[src/rtl/pp_pkg.sv]
// Shared definitions for the parallel port register block.
// Assumes a 3-bit register select above the mirror field.
package pp_pkg;
    localparam int SEL_W = 3;

    typedef enum logic [2:0] {
        MD_SPP = 3'b000,
        MD_PS2 = 3'b001,
        MD_PPF = 3'b010,
        MD_ECP = 3'b011,
        MD_EPP = 3'b100,
        MD_RSV = 3'b101,
        MD_TST = 3'b110,
        MD_CFG = 3'b111
    } pp_mode_e;

    typedef enum logic [1:0] {DR_IDLE, DR_STB, DR_HOLD} pp_drain_st_e;

    localparam logic [SEL_W-1:0] RG_DATA = 3'd0;
    localparam logic [SEL_W-1:0] RG_STAT = 3'd1;
    localparam logic [SEL_W-1:0] RG_CTRL = 3'd2;
    localparam logic [SEL_W-1:0] RG_FIFO = 3'd3;
    localparam logic [SEL_W-1:0] RG_CFGA = 3'd4;
    localparam logic [SEL_W-1:0] RG_CFGB = 3'd5;
    localparam logic [SEL_W-1:0] RG_EXT  = 3'd6;

    localparam logic [7:0] CFGA_VALUE = 8'h90;

    function automatic logic is_basic(pp_mode_e m);
        return (m == MD_SPP) || (m == MD_PS2);
    endfunction

    function automatic logic is_fifo_mode(pp_mode_e m);
        return (m == MD_PPF) || (m == MD_ECP) || (m == MD_TST);
    endfunction
endpackage

[src/rtl/pp_fifo.sv]
// Byte FIFO with synchronous flush. A push when full and a pop when empty
// are dropped. Assumes push and flush never arrive together.
module pp_fifo #(
    parameter int DEPTH = 16,
    parameter int W     = 8
) (
    input  logic         clk,
    input  logic         rst_n,
    input  logic         push,
    input  logic         pop,
    input  logic         flush,
    input  logic [W-1:0] wdata,
    output logic [W-1:0] head,
    output logic         full,
    output logic         empty
);
    localparam int PW = (DEPTH > 1) ? $clog2(DEPTH) : 1;
    localparam int CW = $clog2(DEPTH + 1);

    logic [W-1:0]  mem [DEPTH];
    logic [PW-1:0] rd_ptr, wr_ptr;
    logic [CW-1:0] cnt;
    logic          push_ok, pop_ok;

    function automatic logic [PW-1:0] nxt(logic [PW-1:0] p);
        return (p == PW'(DEPTH - 1)) ? '0 : p + PW'(1);
    endfunction

    assign full    = (cnt == CW'(DEPTH));
    assign empty   = (cnt == '0);
    assign push_ok = push && !full;
    assign pop_ok  = pop && !empty;
    assign head    = mem[rd_ptr];

    // Storage write for accepted pushes.
    always_ff @(posedge clk) begin
        if (push_ok) mem[wr_ptr] <= wdata;
    end

    // Pointer and occupancy tracking, flush first.
    always_ff @(posedge clk) begin
        if (!rst_n || flush) begin
            rd_ptr <= '0;
            wr_ptr <= '0;
            cnt    <= '0;
        end else begin
            if (push_ok) wr_ptr <= nxt(wr_ptr);
            if (pop_ok)  rd_ptr <= nxt(rd_ptr);
            case ({push_ok, pop_ok})
                2'b10:   cnt <= cnt + CW'(1);
                2'b01:   cnt <= cnt - CW'(1);
                default: cnt <= cnt;
            endcase
        end
    end
endmodule

[src/rtl/pp_ext_ctl.sv]
// Extended control register: holds the mode and bits 4:2, refuses a direct
// jump between two extended modes, and flushes the FIFO when a FIFO mode
// is left. Assumes we is a single-cycle write strobe.
module pp_ext_ctl
    import pp_pkg::*;
(
    input  logic       clk,
    input  logic       rst_n,
    input  logic       we,
    input  logic [7:0] wdata,
    input  logic       fifo_full,
    input  logic       fifo_empty,
    output pp_mode_e   mode,
    output logic [7:0] rd_val,
    output logic       flush
);
    pp_mode_e   wr_mode;
    logic       legal;
    logic [2:0] low_q;

    assign wr_mode = pp_mode_e'(wdata[7:5]);
    assign legal   = is_basic(mode) || is_basic(wr_mode);
    assign flush   = we && legal && is_fifo_mode(mode) && (wr_mode != mode);
    assign rd_val  = {mode, low_q, fifo_full, fifo_empty};

    // Mode and control bits update on a legal write only.
    always_ff @(posedge clk) begin
        if (!rst_n) begin
            mode  <= MD_SPP;
            low_q <= 3'b101;
        end else if (we && legal) begin
            mode  <= wr_mode;
            low_q <= wdata[4:2];
        end
    end
endmodule

[src/rtl/pp_drain.sv]
// FIFO-to-pins engine: while enabled, takes one byte per transfer when the
// printer is not busy, holds it on the pins, raises strobe for STB_CYC
// cycles and then waits HOLD_CYC cycles. Assumes busy_n is already sampled.
module pp_drain
    import pp_pkg::*;
#(
    parameter int STB_CYC  = 3,
    parameter int HOLD_CYC = 2,
    parameter int W        = 8
) (
    input  logic         clk,
    input  logic         rst_n,
    input  logic         enable,
    input  logic         busy_n,
    input  logic         empty,
    input  logic [W-1:0] head,
    output logic         pop,
    output logic         strobe,
    output logic [W-1:0] byte_o
);
    localparam int MAXC = (STB_CYC > HOLD_CYC) ? STB_CYC : HOLD_CYC;
    localparam int CW   = $clog2(MAXC + 1);

    pp_drain_st_e  st;
    logic [CW-1:0] cnt;

    assign pop    = enable && (st == DR_IDLE) && !empty && busy_n;
    assign strobe = (st == DR_STB);

    // Transfer sequencer: idle, strobe, hold.
    always_ff @(posedge clk) begin
        if (!rst_n) begin
            st     <= DR_IDLE;
            cnt    <= '0;
            byte_o <= '0;
        end else if (!enable) begin
            st  <= DR_IDLE;
            cnt <= '0;
        end else begin
            case (st)
                DR_IDLE: if (pop) begin
                    byte_o <= head;
                    st     <= DR_STB;
                    cnt    <= '0;
                end
                DR_STB: if (cnt == CW'(STB_CYC - 1)) begin
                    st  <= DR_HOLD;
                    cnt <= '0;
                end else cnt <= cnt + CW'(1);
                DR_HOLD: if (cnt == CW'(HOLD_CYC - 1)) begin
                    st  <= DR_IDLE;
                    cnt <= '0;
                end else cnt <= cnt + CW'(1);
                default: st <= DR_IDLE;
            endcase
        end
    end
endmodule

[src/rtl/pp_port_ctl.sv]
// Parallel port register block top. Decodes the mirrored register bus,
// keeps the data, control and configuration registers, samples the cable
// status pins, and connects the FIFO, mode register and FIFO engine.
// Assumes a single-cycle bus_we and bus_re and a combinational read.
module pp_port_ctl
    import pp_pkg::*;
#(
    parameter int MIRROR_W   = 8,
    parameter int FIFO_DEPTH = 16,
    parameter int STB_CYC    = 3,
    parameter int HOLD_CYC   = 2
) (
    input  logic                      clk,
    input  logic                      rst_n,
    input  logic [MIRROR_W+SEL_W-1:0] bus_addr,
    input  logic                      bus_we,
    input  logic                      bus_re,
    input  logic [7:0]                bus_wdata,
    output logic [7:0]                bus_rdata,
    output logic [7:0]                pd_out,
    output logic                      pd_oe,
    input  logic [7:0]                pd_in,
    output logic                      strobe_o,
    output logic                      autofd_o,
    output logic                      init_o,
    output logic                      selin_o,
    input  logic                      busy_n_i,
    input  logic                      ack_n_i,
    input  logic                      perr_i,
    input  logic                      sel_i,
    input  logic                      fault_n_i,
    output logic                      ack_irq_o
);
    logic [SEL_W-1:0] sel;
    logic             unused_low;
    pp_mode_e         mode_w;
    logic [7:0]       ext_rd;
    logic             fifo_flush, fifo_full, fifo_empty, fifo_push, fifo_pop;
    logic [7:0]       fifo_head;
    logic             drain_pop, drain_stb;
    logic [7:0]       drain_byte;
    logic [7:0]       data_q;
    logic [5:0]       ctl_q;
    logic [7:0]       cfgb_q;
    logic [4:0]       pin_q;
    logic             ack_prev;

    assign sel        = bus_addr[MIRROR_W +: SEL_W];
    assign unused_low = ^bus_addr[MIRROR_W-1:0];

    pp_ext_ctl u_ext (
        .clk        (clk),
        .rst_n      (rst_n),
        .we         (bus_we && (sel == RG_EXT)),
        .wdata      (bus_wdata),
        .fifo_full  (fifo_full),
        .fifo_empty (fifo_empty),
        .mode       (mode_w),
        .rd_val     (ext_rd),
        .flush      (fifo_flush)
    );

    assign fifo_push = bus_we && (sel == RG_FIFO) && is_fifo_mode(mode_w);
    assign fifo_pop  = drain_pop || (bus_re && (sel == RG_FIFO) && (mode_w == MD_TST));

    pp_fifo #(.DEPTH(FIFO_DEPTH), .W(8)) u_fifo (
        .clk   (clk),
        .rst_n (rst_n),
        .push  (fifo_push),
        .pop   (fifo_pop),
        .flush (fifo_flush),
        .wdata (bus_wdata),
        .head  (fifo_head),
        .full  (fifo_full),
        .empty (fifo_empty)
    );

    pp_drain #(.STB_CYC(STB_CYC), .HOLD_CYC(HOLD_CYC), .W(8)) u_drain (
        .clk    (clk),
        .rst_n  (rst_n),
        .enable (mode_w == MD_PPF),
        .busy_n (pin_q[4]),
        .empty  (fifo_empty),
        .head   (fifo_head),
        .pop    (drain_pop),
        .strobe (drain_stb),
        .byte_o (drain_byte)
    );

    // Host-written data, control and configuration B registers.
    always_ff @(posedge clk) begin
        if (!rst_n) begin
            data_q <= '0;
            ctl_q  <= '0;
            cfgb_q <= '0;
        end else if (bus_we) begin
            if (sel == RG_DATA) data_q <= bus_wdata;
            if (sel == RG_CTRL) ctl_q  <= bus_wdata[5:0];
            if ((sel == RG_CFGB) && (mode_w == MD_CFG)) cfgb_q <= bus_wdata;
        end
    end

    // Cable status sampling and acknowledge edge history.
    always_ff @(posedge clk) begin
        if (!rst_n) begin
            pin_q    <= 5'b11001;
            ack_prev <= 1'b1;
        end else begin
            pin_q    <= {busy_n_i, ack_n_i, perr_i, sel_i, fault_n_i};
            ack_prev <= pin_q[3];
        end
    end

    assign ack_irq_o = ctl_q[4] && pin_q[3] && !ack_prev;

    // Pin drivers chosen by mode.
    always_comb begin
        pd_oe    = (mode_w == MD_SPP) ? 1'b1 : !ctl_q[5];
        pd_out   = (mode_w == MD_PPF) ? drain_byte : data_q;
        strobe_o = (mode_w == MD_PPF) ? drain_stb : ctl_q[0];
        autofd_o = ctl_q[1];
        init_o   = ctl_q[2];
        selin_o  = ctl_q[3];
    end

    // Read data multiplexer.
    always_comb begin
        case (sel)
            RG_DATA: bus_rdata = pd_oe ? data_q : pd_in;
            RG_STAT: bus_rdata = {pin_q, 3'b000};
            RG_CTRL: bus_rdata = {2'b00, ctl_q};
            RG_FIFO: bus_rdata = (mode_w == MD_TST) ? fifo_head : 8'h00;
            RG_CFGA: bus_rdata = (mode_w == MD_CFG) ? CFGA_VALUE : 8'h00;
            RG_CFGB: bus_rdata = (mode_w == MD_CFG) ? cfgb_q : 8'h00;
            RG_EXT:  bus_rdata = ext_rd;
            default: bus_rdata = 8'h00;
        endcase
    end
endmodule

[config.mk]
export PLATFORM = sky130hd
export DESIGN_NAME = pp_port_ctl
export DESIGN_NICKNAME = d
export VERILOG_FILES = /design/src/rtl/pp_pkg.sv /design/src/rtl/pp_fifo.sv /design/src/rtl/pp_ext_ctl.sv /design/src/rtl/pp_drain.sv /design/src/rtl/pp_port_ctl.sv
export SDC_FILE = /design/constraint.sdc
export NUM_CORES = 1
export LEC_CHECK = 0
export BUFFER_PORTS_ARGS = -buffer_cell sky130_fd_sc_hd__buf_2
export CAP_MARGIN = 5
export CELL_PAD_IN_SITES_DETAIL_PLACEMENT = 0
export CELL_PAD_IN_SITES_GLOBAL_PLACEMENT = 2
export CORE_UTILIZATION = 30
export DETAILED_ROUTE_END_ITERATION = 6
export HOLD_SLACK_MARGIN = 0.03
export PLACE_DENSITY = 0.67
export SETUP_SLACK_MARGIN = 0.15
export SYNTH_ARGS = -nofsm -noshare
export SYNTH_HDL_FRONTEND = slang
export SYNTH_SLANG_ARGS = --single-unit
[constraint.sdc]
create_clock -name clk -period 6.2 [get_ports clk]
set_input_delay 0 -clock clk [delete_from_list [all_inputs] [get_ports clk]]
set_output_delay 0 -clock clk [all_outputs]
set_load 0.05 [all_outputs]
Yosys cells after proc, flatten, opt, wreduce, memory -nomap -nowiden
Memories as Yosys holds them, arrays and structs flattened. A register that Yosys moved wholly into a read port is not among the register bits.
Index checks and enable logic that the tools add are counted.
- add/subtract/negate cells: 5
- multiply operators: 0
- divide/modulo/power cells: 0
- order comparisons: 0
- eq/ne operators: 25
- shift-type cells: 0
- mux-type cells: 23
- bitwise logic cells: 0
- reductions and logical operators: 42
- operators with widths (kind ; count):
    $pmux 8 s7 ; 1
    $mux 8 ; 5
    $logic_and 1x1->1 ; 16
    $mux 4 ; 4
    $eq 3x3->1 const B ; 5
    $eq 3x2->1 const B ; 4
    $mux 2 ; 6
    $pmux 2 s3 ; 2
    $pmux 5 s2 ; 1
    $reduce_and 2->1 ; 5
    $eq 3x1->1 const B ; 3
    $logic_not 3->1 ; 3
    $add 4x1->4 const B ; 2
    $eq 4x4->1 const B ; 2
    $logic_or 1x1->1 ; 7
    $eq 2x1->1 const B ; 3
    $eq 2x2->1 const B ; 3
    $reduce_and 3->1 ; 2
    $add 5x1->5 const B ; 1
    $eq 5x5->1 const B ; 1
    $logic_not 1->1 ; 5
    $logic_not 5->1 ; 1
    $sub 5x1->5 const B ; 1
    $mux 1 ; 4
    7 further kinds ; 8
- register bits after elaboration: 59
- latch bits: 0
- memory bits (writable): 128
- ROM bits: 0
- input port bits: 36
- output and inout port bits: 22
- word-level logic and storage cells: 109
- memories: 1
- memories (name ; depth ; width ; read ports ; clocked after memory_dff ; wr ports ; line ; text):
    u_fifo.mem ; 16 ; 8 ; 1 ; 1 ; 1 ; pp_fifo.sv:20 ; logic [W-1:0] mem [DEPTH];

Depth between registers and ports, before layout
Gate-level depths: netlist (run 1).
- word-level depth: 8
- depth in mapped cells: 14
- depth with buffers taken out: 12

Modules after synthesis
Synthesis (run 1) repeated with hierarchy kept, for this count alone.
- cell total of the unflattened synthesis: 584
- area, all modules: 8384.3 um^2
- modules (own cells, without submodules) (module ; instances ; cells each ; area an instance (um^2) ; seq. area each (um^2)):
    pp_fifo ; 1 ; 302 ; 5856.9 ; 4184.0
    pp_port_ctl ; 1 ; 180 ; 1652.8 ; 560.5
    pp_drain ; 1 ; 67 ; 576.8 ; 240.2
    pp_ext_ctl ; 1 ; 35 ; 297.8 ; 120.1

Worst setup path before layout (run 1)
Ideal clock, no wire load.
- path kind: register to register
- from: reg u_fifo.cnt[1]
- to: reg u_fifo.cnt[2]
- library setup time: 0.071 ns
- arrival time: 2.747 ns
- data required time: 6.129 ns
- setup slack: 3.382 ns
- stages on the path, launching flop included: 15
- path buffers: 3
- clock period less this slack: 2.818 ns
- path through: dfxtp_1 -> buf_2 -> or4_4 -> buf_6 -> nor2_1 -> a21o_2 -> inv_2 -> ha_1 -> clkbuf_1 -> xor2_1 -> ha_1 -> a21oi_1 -> xnor2_1 -> or3_1 -> a21oi_1
- cells in the longest elaborated chain, start to end: 8
- elaborated cells between the ends (all ways): 15
- classes of those cells: add/sub: 2; eq/ne: 3; mux: 1; reduce/logical: 9
- RTL lines (element ; line ; text):
    from (decl) ; pp_fifo.sv:22 ; logic [CW-1:0] cnt;
    from (signal assigned) ; pp_fifo.sv:50 ; 2'b10: cnt <= cnt + CW'(1);
    from (signal assigned) ; pp_fifo.sv:51 ; 2'b01: cnt <= cnt - CW'(1);
    from (signal assigned) ; pp_fifo.sv:52 ; default: cnt <= cnt;
    $logic_not 5->1 ; pp_fifo.sv:30 ; assign empty = (cnt == '0);
    $logic_not 1->1 ; pp_fifo.sv:32, pp_drain.sv:27 ;
    $logic_and 1x1->1 (2 in a row) ; pp_drain.sv:27 ; assign pop = enable && (st == DR_IDLE) && !empty && busy_n;
    $logic_or 1x1->1 ; pp_port_ctl.sv:64 ; assign fifo_pop = drain_pop || (bus_re && (sel == RG_FIFO) && (mode_w == MD_TST));
    $logic_and 1x1->1 ; pp_fifo.sv:32 ; assign pop_ok = pop && !empty;
    $eq 2x1->1 or $eq 2x2->1 (tied branches) ; pp_fifo.sv:49 ; case ({push_ok, pop_ok})
    $pmux 5 s2 or $reduce_bool 2->1 (tied branches) ; - ;
Several ways; a longest one is shown, not always the timed one.
A chain may end at the register's enable or synchronous reset.

Final worst setup path (run 1)
- from: reg u_fifo.cnt[2]
- to: reg u_fifo.cnt[4]
The elaborated chain is that of the path after synthesis.

==> flow_summary.toml, run 1 <==
[run_status]
outcome = "finished clean"

[worst_setup_path]
setup.worst_path.class = "register to register"
worst-r2r-setup-slack_ps = 2980
maximum_fanout_count_along_the_critical_path = 15
crit_path_start = "u_fifo.cnt[2]$_SDFFE_PP0P_"
critPathRequiredTime_ps = 6560
worstPathArrival_ps = 3570
timing.rr.end = "u_fifo.cnt[4]$_SDFFE_PP0P_"
timing.rr.start = "u_fifo.cnt[2]$_SDFFE_PP0P_"
timing.critical_path.to = "u_fifo.cnt[4]$_SDFFE_PP0P_"
ff2ff_path_depth = 10
setup.worst_path.start_class = "register"
critical_path.endpoint_type = "register"

[die]
die_width_um = 171
io-pin-count = 58
placementRows = 61
initial_core_util = 0.307
placeableCoreArea_um2 = 28000
die-area_um2 = 29400
die-height_um = 171

[yosys]
synth_edf_count = 128
synth_top_cell_area_share = 0.447
syn-instance-count = 616
synthArstFlopShare = 0
synthesis.area_per_instance_um2 = 14.0
syn_area_um2 = 8610
synth-seq-area-share = 0.593
postSynthNetCount = 664
yosysUniqueCellTypes = 68
synthDominantAreaCellType = "edfxtp_1"
synth-warning-count = 0
yosys_register_bits = 191
synthTopCellsByArea = "edfxtp_1 (45%), dfxtp_1 (15%), mux4_1 (5.5%), mux2_2 (4.4%), mux4_2 (3.7%)"
dominant_synthesized_flop_cell = "edfxtp_1"

[grt]
global_route_wire_length_before_repair_mm = 30.7
grt_remaining_overflow = 0
grt_max_degree = 46
antenna_found_initial = 1
globalRouteTotalUtil = 0.144
first_global_vias = 5099

[placed_design]
dp_hpwl_mm = 13.9
dp_cells = 1010
io_buffer_count = 49
place.gp.congestion = 0.781

[run]
timing.max_cap.violations = 0

[timing]
max-slew-margin-rel = 0.201
grt_setup_unrepaired = "false"
setup-violations-final = 0
final_hold_viol_count = 0
slew_violations = 0
worst-slew-pin-transition_ps = 1190
final.period_utilization = 0.519
largest_clock_skew_in_the_final_design_ps = 9.02
layout_min_cycle_time_ps = 3220
fmaxAchievable_mhz = 311
setup_tns_ps = 0

[clock_tree]
cts_max_path_bufs = 2
clk_pin_slew_ps = 70
clock_tree_from_tritoncts = "yes"
clock_sink_total = 191
postCtsSetupBuffers = 0
h-tree-depth = 4
clock_buffer_count_from_cts = 17
clock_insertion_delay_worst_skew_ps = 430
cts.root.buffer_cell = "clkbuf_16"

[route]
post_drt_via_cell_ratio = 4.92
route.final.wire_length_mm = 20.6
via_count = 5177
drc = 0
drtIter0Drc = 394
drt_pre_antenna_iters = 5
drtAntennaViolNets = 0
wl_per_cell_um = 19.6

[hold_path]
hp-class = "input port to register"

[cells_and_area]
post_route_cells_drive_above_1_share = 0.226
count_of_nets_after_finishing = 709
area_growth_syn_to_layout_pct = 14.7
non_filler_instances = 1052
layout.core_utilization = 0.352
n_antenna_cell = 0

[power_and_ir_drop]
power_density_nw_per_um2 = 260
leakage_nw = 3.35
report.power.total_w = 0.00256
power.ir.vdd_worst_v = 0.000179
==> worst max-delay path: stages (launching register included) <==
cell and delay [ps]:
dfxtp_1 530, nor4_2 150, a2111oi_4 620, inv_2 250, ha_1 370, xor2_1 180, ha_1 190, a21oi_1 240
a32oi_1 160, a31oi_1 250, mux2i_1 210
==> worst min path at each step <==
stage / startpoint / endpoint / cells after the start
5_1_grt: bus_wdata[2] / u_fifo.mem[2][2]$_DFFE_PP_ / 1
3_5_place_dp: fault_n_i / pin_q[0]$_SDFF_PN1_ / 2
4_1_cts: bus_wdata[2] / u_fifo.mem[2][2]$_DFFE_PP_ / 1
6_report: bus_wdata[2] / u_fifo.mem[11][2]$_DFFE_PP_ / 1
3_3_place_gp: ack_n_i / pin_q[3]$_SDFF_PN1_ / 2
2_1_floorplan: bus_wdata[0] / u_fifo.mem[0][0]$_DFFE_PP_ / 0
==> cell usage after synthesis, types with 2 or more instances <==
| cell type | number |
|---|---|
| edfxtp_1 | 128 |
| dfxtp_1 | 63 |
| nand2_1 | 60 |
| mux2_2 | 34 |
| mux2i_1 | 21 |
| mux4_1 | 18 |
| nor2_1 | 17 |
| a21boi_0 | 16 |
| inv_1 | 16 |
| nor2b_1 | 16 |
| o21ai_0 | 16 |
| mux4_2 | 14 |
| nand3_1 | 14 |
| a21oi_1 | 13 |
| buf_2 | 13 |
| and2_1 | 12 |
| clkbuf_1 | 12 |
| ha_1 | 12 |
| a22oi_1 | 10 |
| nand2b_1 | 9 |
| o22ai_1 | 9 |
| and3_1 | 8 |
| nor3_1 | 8 |
| nand3b_1 | 7 |
| buf_1 | 6 |
| or3_1 | 5 |
| a221oi_1 | 4 |
| buf_6 | 4 |
| a31oi_1 | 3 |
| nor4_1 | 3 |
| xor2_1 | 3 |
| a222oi_1 | 2 |
| inv_2 | 2 |
| nand4_1 | 2 |
| nor3b_1 | 2 |
| o2111ai_4 | 2 |
==> metrics by stage <==
step,cell area [um2],hold slack [ps],setup slack (ps)
finish,9870,61.9,2980
global route,9870,54.1,2770
CTS,9870,44.4,2960
detailed placement,9160,184,3000
global placement,9160,182,3060
floorplan,8610,98.9,3380
==> final cells by class <==
type | count | area (um2)
clock buffers | 20 | 467
inverters | 18 | 67.6
fillers | 2719 | 18100
well taps | 378 | 473
multi-input cells | 371 | 3240
clock inverters | 12 | 144
flip-flops and latches | 191 | 5110
repair buffers | 62 | 368
==> logic make-up after synthesis <==
family          synth area share
xor+xnor                 0.00407
flops                      0.593
mux                        0.160
fa+ha+maj                 0.0174
compound gates            0.0874
simple gates               0.107
buf+inv                   0.0308
==> sequential cells by signal, summed over array words and instances, names as in the netlist, 4 cells and up, named ones only <==
signal,cells
data_q,8
u_fifo.wr_ptr,4
u_fifo.cnt,5
pin_q,5
cfgb_q,8
u_fifo.mem,128
u_drain.byte_o,8
u_fifo.rd_ptr,4
ctl_q,6
==> what timing repair did <==
item,CTS,global route
hold endpoints to repair,48,0
hold buffers,10,0
gates resized for setup,0,0
==> report_power, final <==
part           switching, W  internal, W  leakage (nW)
Sequential       0.00000436      0.00136          1.66
Clock              0.000500     0.000605         0.299
Combinational     0.0000639    0.0000278          1.39
Total              0.000568      0.00199          3.35
==> cells in the final DEF (no fill, tap or decap), drive strengths merged, types with 3 or more instances in the layout <==
cell | netlist | layout
dfxtp | 63 | 63
buf | 24 | 52
o22ai | 9 | 9
a221oi | 4 | 4
clkinv | 0 | 4
and2 | 13 | 13
or3 | 5 | 5
o21ai | 16 | 16
nor2b | 16 | 16
a21oi | 13 | 13
and3 | 8 | 8
xor2 | 3 | 3
mux4 | 32 | 32
a22oi | 10 | 10
dlygate4sd3 | 0 | 10
nand2b | 9 | 9
mux2 | 34 | 34
a31oi | 3 | 3
nand3 | 14 | 14
a21boi | 16 | 16
nor4 | 4 | 4
clkbuf | 12 | 20
nand3b | 7 | 7
ha | 12 | 12
nor3 | 9 | 9
nor2 | 17 | 17
edfxtp | 128 | 128
nand2 | 60 | 60
inv | 18 | 24
mux2i | 21 | 21
==> metal layers <==
metal / GRT usage / share of wire / vias up
met4: 0.0419 / 0.012 / 2
met3: 0.0225 / 0.031 / 16
met1: 0.199 / 0.47 / 2623
li1: - / - / 2446
met2: 0.234 / 0.48 / 90
met5: 0 / 0.00049 / -
Power figures use the tool's default switching activity.
==> run 2, diff against run 1 <==
PLACE_DENSITY = 0.69   (was 0.67)
clock period = 2.85 ns   (was 6.2 ns; I/O delays follow)
==> flow_summary.toml, run 2 (synthesis results as in run 1) <==
[cells_and_area]
most-common-layout-cells = "edfxtp_1 (128), nand2_1 (60), dfxtp_1 (58), buf_2 (49), mux2_2 (34)"
regMostFlops = "u_fifo.mem"
layout.cells.most_common = "edfxtp_1"
post_route_cells_drive_above_1_share = 0.262
largest_reg_flops = 128
area_growth_syn_to_layout_pct = 16.6
n_antenna_cell = 0
multi_input_comb_area_um2 = 3260
layout.core_utilization = 0.358
count_of_nets_after_finishing = 729
register_area_um2 = 5110
fillers = 2697

[worst_setup_path]
worstPathArrival_ps = 2610
worst-r2r-setup-slack_ps = 280
cp_top_family = "multiplexers"
timing.critical_path.cells = "buf_12 > mux4_1 > mux2_2 > a22oi_1 > nand2_1 > buf_2"
critPathRequiredTime_ps = 2850
timing.rr.start = "u_fifo.cnt[0]$_SDFFE_PP0P_"
setup.worst_path.start_class = "register"
ff2ff_path_depth = 11
timing.critical_path.slowest_cell_delay_ps = 650
critical_path.endpoint_type = "output pin"
maximum_fanout_count_along_the_critical_path = 32
crit_buf_inv = 2
slowest_stage = "mux4_1"
timing.rr.end = "u_fifo.cnt[2]$_SDFFE_PP0P_"
setup.worst_path.class = "register to output pin"

[grt]
grt_remaining_overflow = 0
grt_max_degree = 46
globalRouteTotalUtil = 0.145
antenna_found_initial = 1
global_route_wire_length_before_repair_mm = 31.3
first_global_vias = 5270

[route]
drc = 0
wl_per_cell_um = 19.3
post_drt_via_cell_ratio = 4.90
drtAntennaViolNets = 0
via_count = 5248
drtIter0Drc = 398
route.final.wire_length_mm = 20.7
drt_pre_antenna_iters = 4

[power_and_ir_drop]
clock_power_share = 0.427
power.combinational.fraction = 0.037
power.ir.vdd_worst_v = 0.000377
leakage_nw = 3.45
cell_internal_pwr_w = 0.00421
pwr-share-seq = 0.536
switching_fraction_of_total_power = 0.239
power_density_nw_per_um2 = 551
p_sw_w = 0.00132

[timing]
fmaxAchievable_mhz = 384
largest_clock_skew_in_the_final_design_ps = 12.3
slew_violations = 0
setup_tns_ps = 0
layout_min_cycle_time_ps = 2610
grt_setup_unrepaired = "false"
setup-violations-final = 0
final.period_utilization = 0.914
max-slew-margin-rel = 0.531
final_hold_viol_count = 0
worst-slew-pin-transition_ps = 702

[hold_path]
worst_hold_path.num_cells = 3
hold_end = "data_q[0]$_SDFFE_PN0P_"
hp-class = "input port to register"
hold_path_startpoint = "bus_wdata[0]"

[clock_tree]
clock_tree_from_tritoncts = "yes"
h-tree-depth = 4
clock_buffer_count_from_cts = 17
clock_sink_total = 191
clock_insertion_delay_worst_skew_ps = 430
cts_max_path_bufs = 2
clk_pin_slew_ps = 70
cts.root.buffer_cell = "clkbuf_16"

[placed_design]
io_buffer_count = 49
dp_hpwl_mm = 14.3
place.gp.congestion = 0.818

[die]
placeableCoreArea_um2 = 28000
die-area_um2 = 29400
die_width_um = 171
placementRows = 61
io-pin-count = 58
die-height_um = 171
initial_core_util = 0.307

[run]
timing.max_cap.violations = 0

[run_status]
outcome = "finished clean"
-- run 2: cell types whose count changed in the layout (fill, tap and decap cells not counted), sizes merged, moves of 2 or more --
cell and delta:
buf +24, clkbuf -3, dlygate4sd3 -4, inv +2
-- run 2: per-stage QoR --
stage	area (um2)	std cells	setup slack, ps	hold slack (ps)	power (W)
finish	10000	1072	245	45.1	0.00553
global route	10000	1072	144	41.1	0.00569
CTS	10000	1071	196	30.6	0.00559
detailed placement	9340	1033	220	191	0.00323
global placement	9340	1033	242	180	0.00322
floorplan	8620	616	155	98.9	0.00313
-- run 2: worst max-delay path by stage --
| stage | depth (start not counted) | slack (ps) | end |
|---|---|---|---|
| after CTS | 6 | 200 | bus_rdata[2] |
| after floorplan | 14 | 150 | u_fifo.cnt[2]$_SDFFE_PP0P_ |
| final | 6 | 240 | bus_rdata[2] |
| after global placement | 10 | 240 | u_fifo.cnt[4]$_SDFFE_PP0P_ |
| after global routing | 11 | 140 | u_fifo.cnt[2]$_SDFFE_PP0P_ |
| after detailed placement | 10 | 220 | u_fifo.cnt[2]$_SDFFE_PP0P_ |
-- run 2: layout make-up --
| type | instances | share of cell area |
|---|---|---|
| timing repair buffer | 82 | 0.0519 |
| clock buffer | 17 | 0.0424 |
| clock inverter | 15 | 0.0173 |
| sequential | 191 | 0.509 |
| inverter | 18 | 0.00673 |
| multi-input combinational | 371 | 0.325 |
| tap | 378 | 0.0471 |
-- run 2: worst reg2reg max path: stages (launching register included) --
cell     delay (ps)
dfxtp_2         360
or4_4           570
nor2_4          110
a21o_2          130
inv_2            60
ha_1            190
xor2_1          150
ha_1            190
a21oi_2         170
xnor2_1         100
or3_1           330
a21oi_2         150
-- run 2: layer usage --
metal | vias up | routed length [um] | GRT usage
met5 | - | 17 | 0
li1 | 2487 | - | -
met2 | 109 | 9980 | 0.240
met3 | 24 | 613 | 0.0216
met4 | 2 | 355 | 0.0505
met1 | 2626 | 9700 | 0.194
-- run 2: power groups by stage --
stage / clock (W) / sequential [W] / combinational [W]
after global routing: 0.00251 / 0.00297 / 0.000220
after detailed placement: 0 / 0.00303 / 0.000199
after CTS: 0.00242 / 0.00296 / 0.000206
final: 0.00236 / 0.00296 / 0.000203
after global placement: 0 / 0.00303 / 0.000196
after floorplan: 0 / 0.00303 / 0.0000990
-- run 2: timing repair --
action,CTS,global route
buffers inserted,0,1
hold buffers,6,0
endpoints found under the hold margin,10,0
setup endpoints to repair,0,43
resized for setup,0,8
==> run 3, diff against run 2 <==
SETUP_SLACK_MARGIN = 0.4   (was 0.15)
==> flow_summary.toml, run 3 (synthesis results as in run 1) <==
[timing]
slew_violations = 0
setup_tns_ps = 0
setup-violations-final = 0
largest_clock_skew_in_the_final_design_ps = 11.6
max-slew-margin-rel = 0.466
layout_min_cycle_time_ps = 2510
final.period_utilization = 0.880
worst-slew-pin-transition_ps = 797
final_hold_viol_count = 0
fmaxAchievable_mhz = 399
grt_setup_unrepaired = "true"

[route]
via_count = 5435
post_drt_via_cell_ratio = 4.97
drtAntennaViolNets = 0
drc = 0
drt_pre_antenna_iters = 4
wl_per_cell_um = 19.9
drtIter0Drc = 402
route.final.wire_length_mm = 21.8

[worst_setup_path]
maximum_fanout_count_along_the_critical_path = 3
setup.worst_path.class = "register to register"
critPathRequiredTime_ps = 3210
worstSetupPathDepth = 11
slowest_stage = "or4_4"
worstPathArrival_ps = 2870
crit_buf_inv = 1
timing.critical_path.cells = "or4_4 > nor2_4 > a21o_4 > inv_4 > ha_4 > xor2_2 > ha_2 > a21oi_4 > xnor2_2 > or3_4 > a21oi_2"
critical_path.endpoint_type = "register"
cp_top_family = "simple AND/OR/NAND/NOR gates"
setup.worst_path.start_class = "register"
ff2ff_path_depth = 11
timing.critical_path.slowest_cell_delay_ps = 550

[cells_and_area]
regMostFlops = "u_fifo.mem"
final_cell_area_um2 = 10500
largest_reg_flops = 128
n_antenna_cell = 0
count_of_nets_after_finishing = 751
non_filler_instances = 1094
multi_input_comb_area_um2 = 3400
register_area_um2 = 5130
most-common-layout-cells = "edfxtp_1 (128), nand2_1 (60), dfxtp_1 (54), buf_2 (41), buf_4 (38)"
fillers = 2682
area_growth_syn_to_layout_pct = 22.1
layout.cells.most_common = "edfxtp_1"
post_route_cells_drive_above_1_share = 0.338

[run_status]
outcome = "finished clean"

[clock_tree]
clock_sink_total = 191
clock_buffer_count_from_cts = 17
cts.root.buffer_cell = "clkbuf_16"
clock_tree_from_tritoncts = "yes"
clock_insertion_delay_worst_skew_ps = 430
cts_max_path_bufs = 2
clk_pin_slew_ps = 80
h-tree-depth = 4

[grt]
grt.met3_usage = 0.0297
antenna_found_initial = 0
globalRouteTotalUtil = 0.154
global_route_wire_length_before_repair_mm = 32.9
grt.met1_usage = 0.200
grt.busiest_layer = "met2"
grt_remaining_overflow = 0
first_global_vias = 5536
grt_max_degree = 46
global_route.usage.met2 = 0.253

[placed_design]
area_of_placed_instances_um2 = 9400
dp_cells = 1035
dp_hpwl_mm = 14.7
place.gp.congestion = 0.816
io_buffer_count = 49

[die]
die_width_um = 171
die-height_um = 171
initial_core_util = 0.307
die-area_um2 = 29400
placeableCoreArea_um2 = 28000
placementRows = 61
io-pin-count = 58

[power_and_ir_drop]
leakage_nw = 3.65
power_density_nw_per_um2 = 533
power.ir.vdd_worst_v = 0.000377
report.power.total_w = 0.00561

[run]
timing.max_cap.violations = 0

[hold_path]
worst_hold_path.num_cells = 1
hp-class = "input port to register"
## run 3: changes by cell type in the layout (fill, tap and decap cells not counted), moves of 4 or more
cell / delta
a22oi_2: +7
mux2_2: -11
a22oi_1: -7
dfxtp_1: -4
buf_4: +12
mux4_1: -10
mux2_4: +11
inv_6: +5
mux4_2: +10
buf_6: +10
buf_12: +5
buf_2: -8
dfxtp_4: +5
## run 3: where the power goes
part           leakage [nW]  switching, W  internal, W
Combinational          1.69      0.000145    0.0000686
Clock                 0.298       0.00115      0.00128
Sequential             1.67    0.00000797      0.00295
Total                  3.65       0.00130      0.00431
## run 3: layout make-up
cell class | instances | share of cell area
clock buffers | 18 | 0.0418
clock inverters | 14 | 0.0155
inverters | 18 | 0.00667
multi-input cells | 371 | 0.324
flip-flops and latches | 191 | 0.488
well taps | 378 | 0.0450
repair buffers | 104 | 0.0795
## run 3: stage by stage
| step | setup slack (ps) | utilization | hold slack (ps) |
|---|---|---|---|
| floorplan | 239 | - | 98.9 |
| global placement | 256 | 0.336 | 179 |
| detailed placement | 206 | 0.336 | 185 |
| CTS | 309 | 0.370 | 36.0 |
| global route | 251 | 0.375 | 39.8 |
| finish | 343 | 0.375 | 32.4 |
## run 3: path summary, 6_finish.rpt
kind | start | to | slack, ps
max | u_fifo.cnt[1]$_SDFFE_PP0P_ | u_fifo.cnt[2]$_SDFFE_PP0P_ | 340
max reg2reg | u_fifo.cnt[1]$_SDFFE_PP0P_ | u_fifo.cnt[2]$_SDFFE_PP0P_ | 340
min | bus_wdata[1] | u_fifo.mem[1][1]$_DFFE_PP_ | 30
min reg2reg | cfgb_q[1]$_SDFFE_PN0P_ | cfgb_q[1]$_SDFFE_PN0P_ | 480
## run 3: repair_timing
item,CTS,global route
hold buffers,7,0
pin swaps,8,18
gates resized for setup,43,39
setup endpoints to repair,80,31
gates cloned,1,0
buffers inserted,16,3
endpoints found under the hold margin,12,0
## run 3: metal layers
metal,wire (um),up-vias
li1,-,2533
met1,10000,2733
met2,10600,149
met3,849,20
met4,299,0
met5,0,-
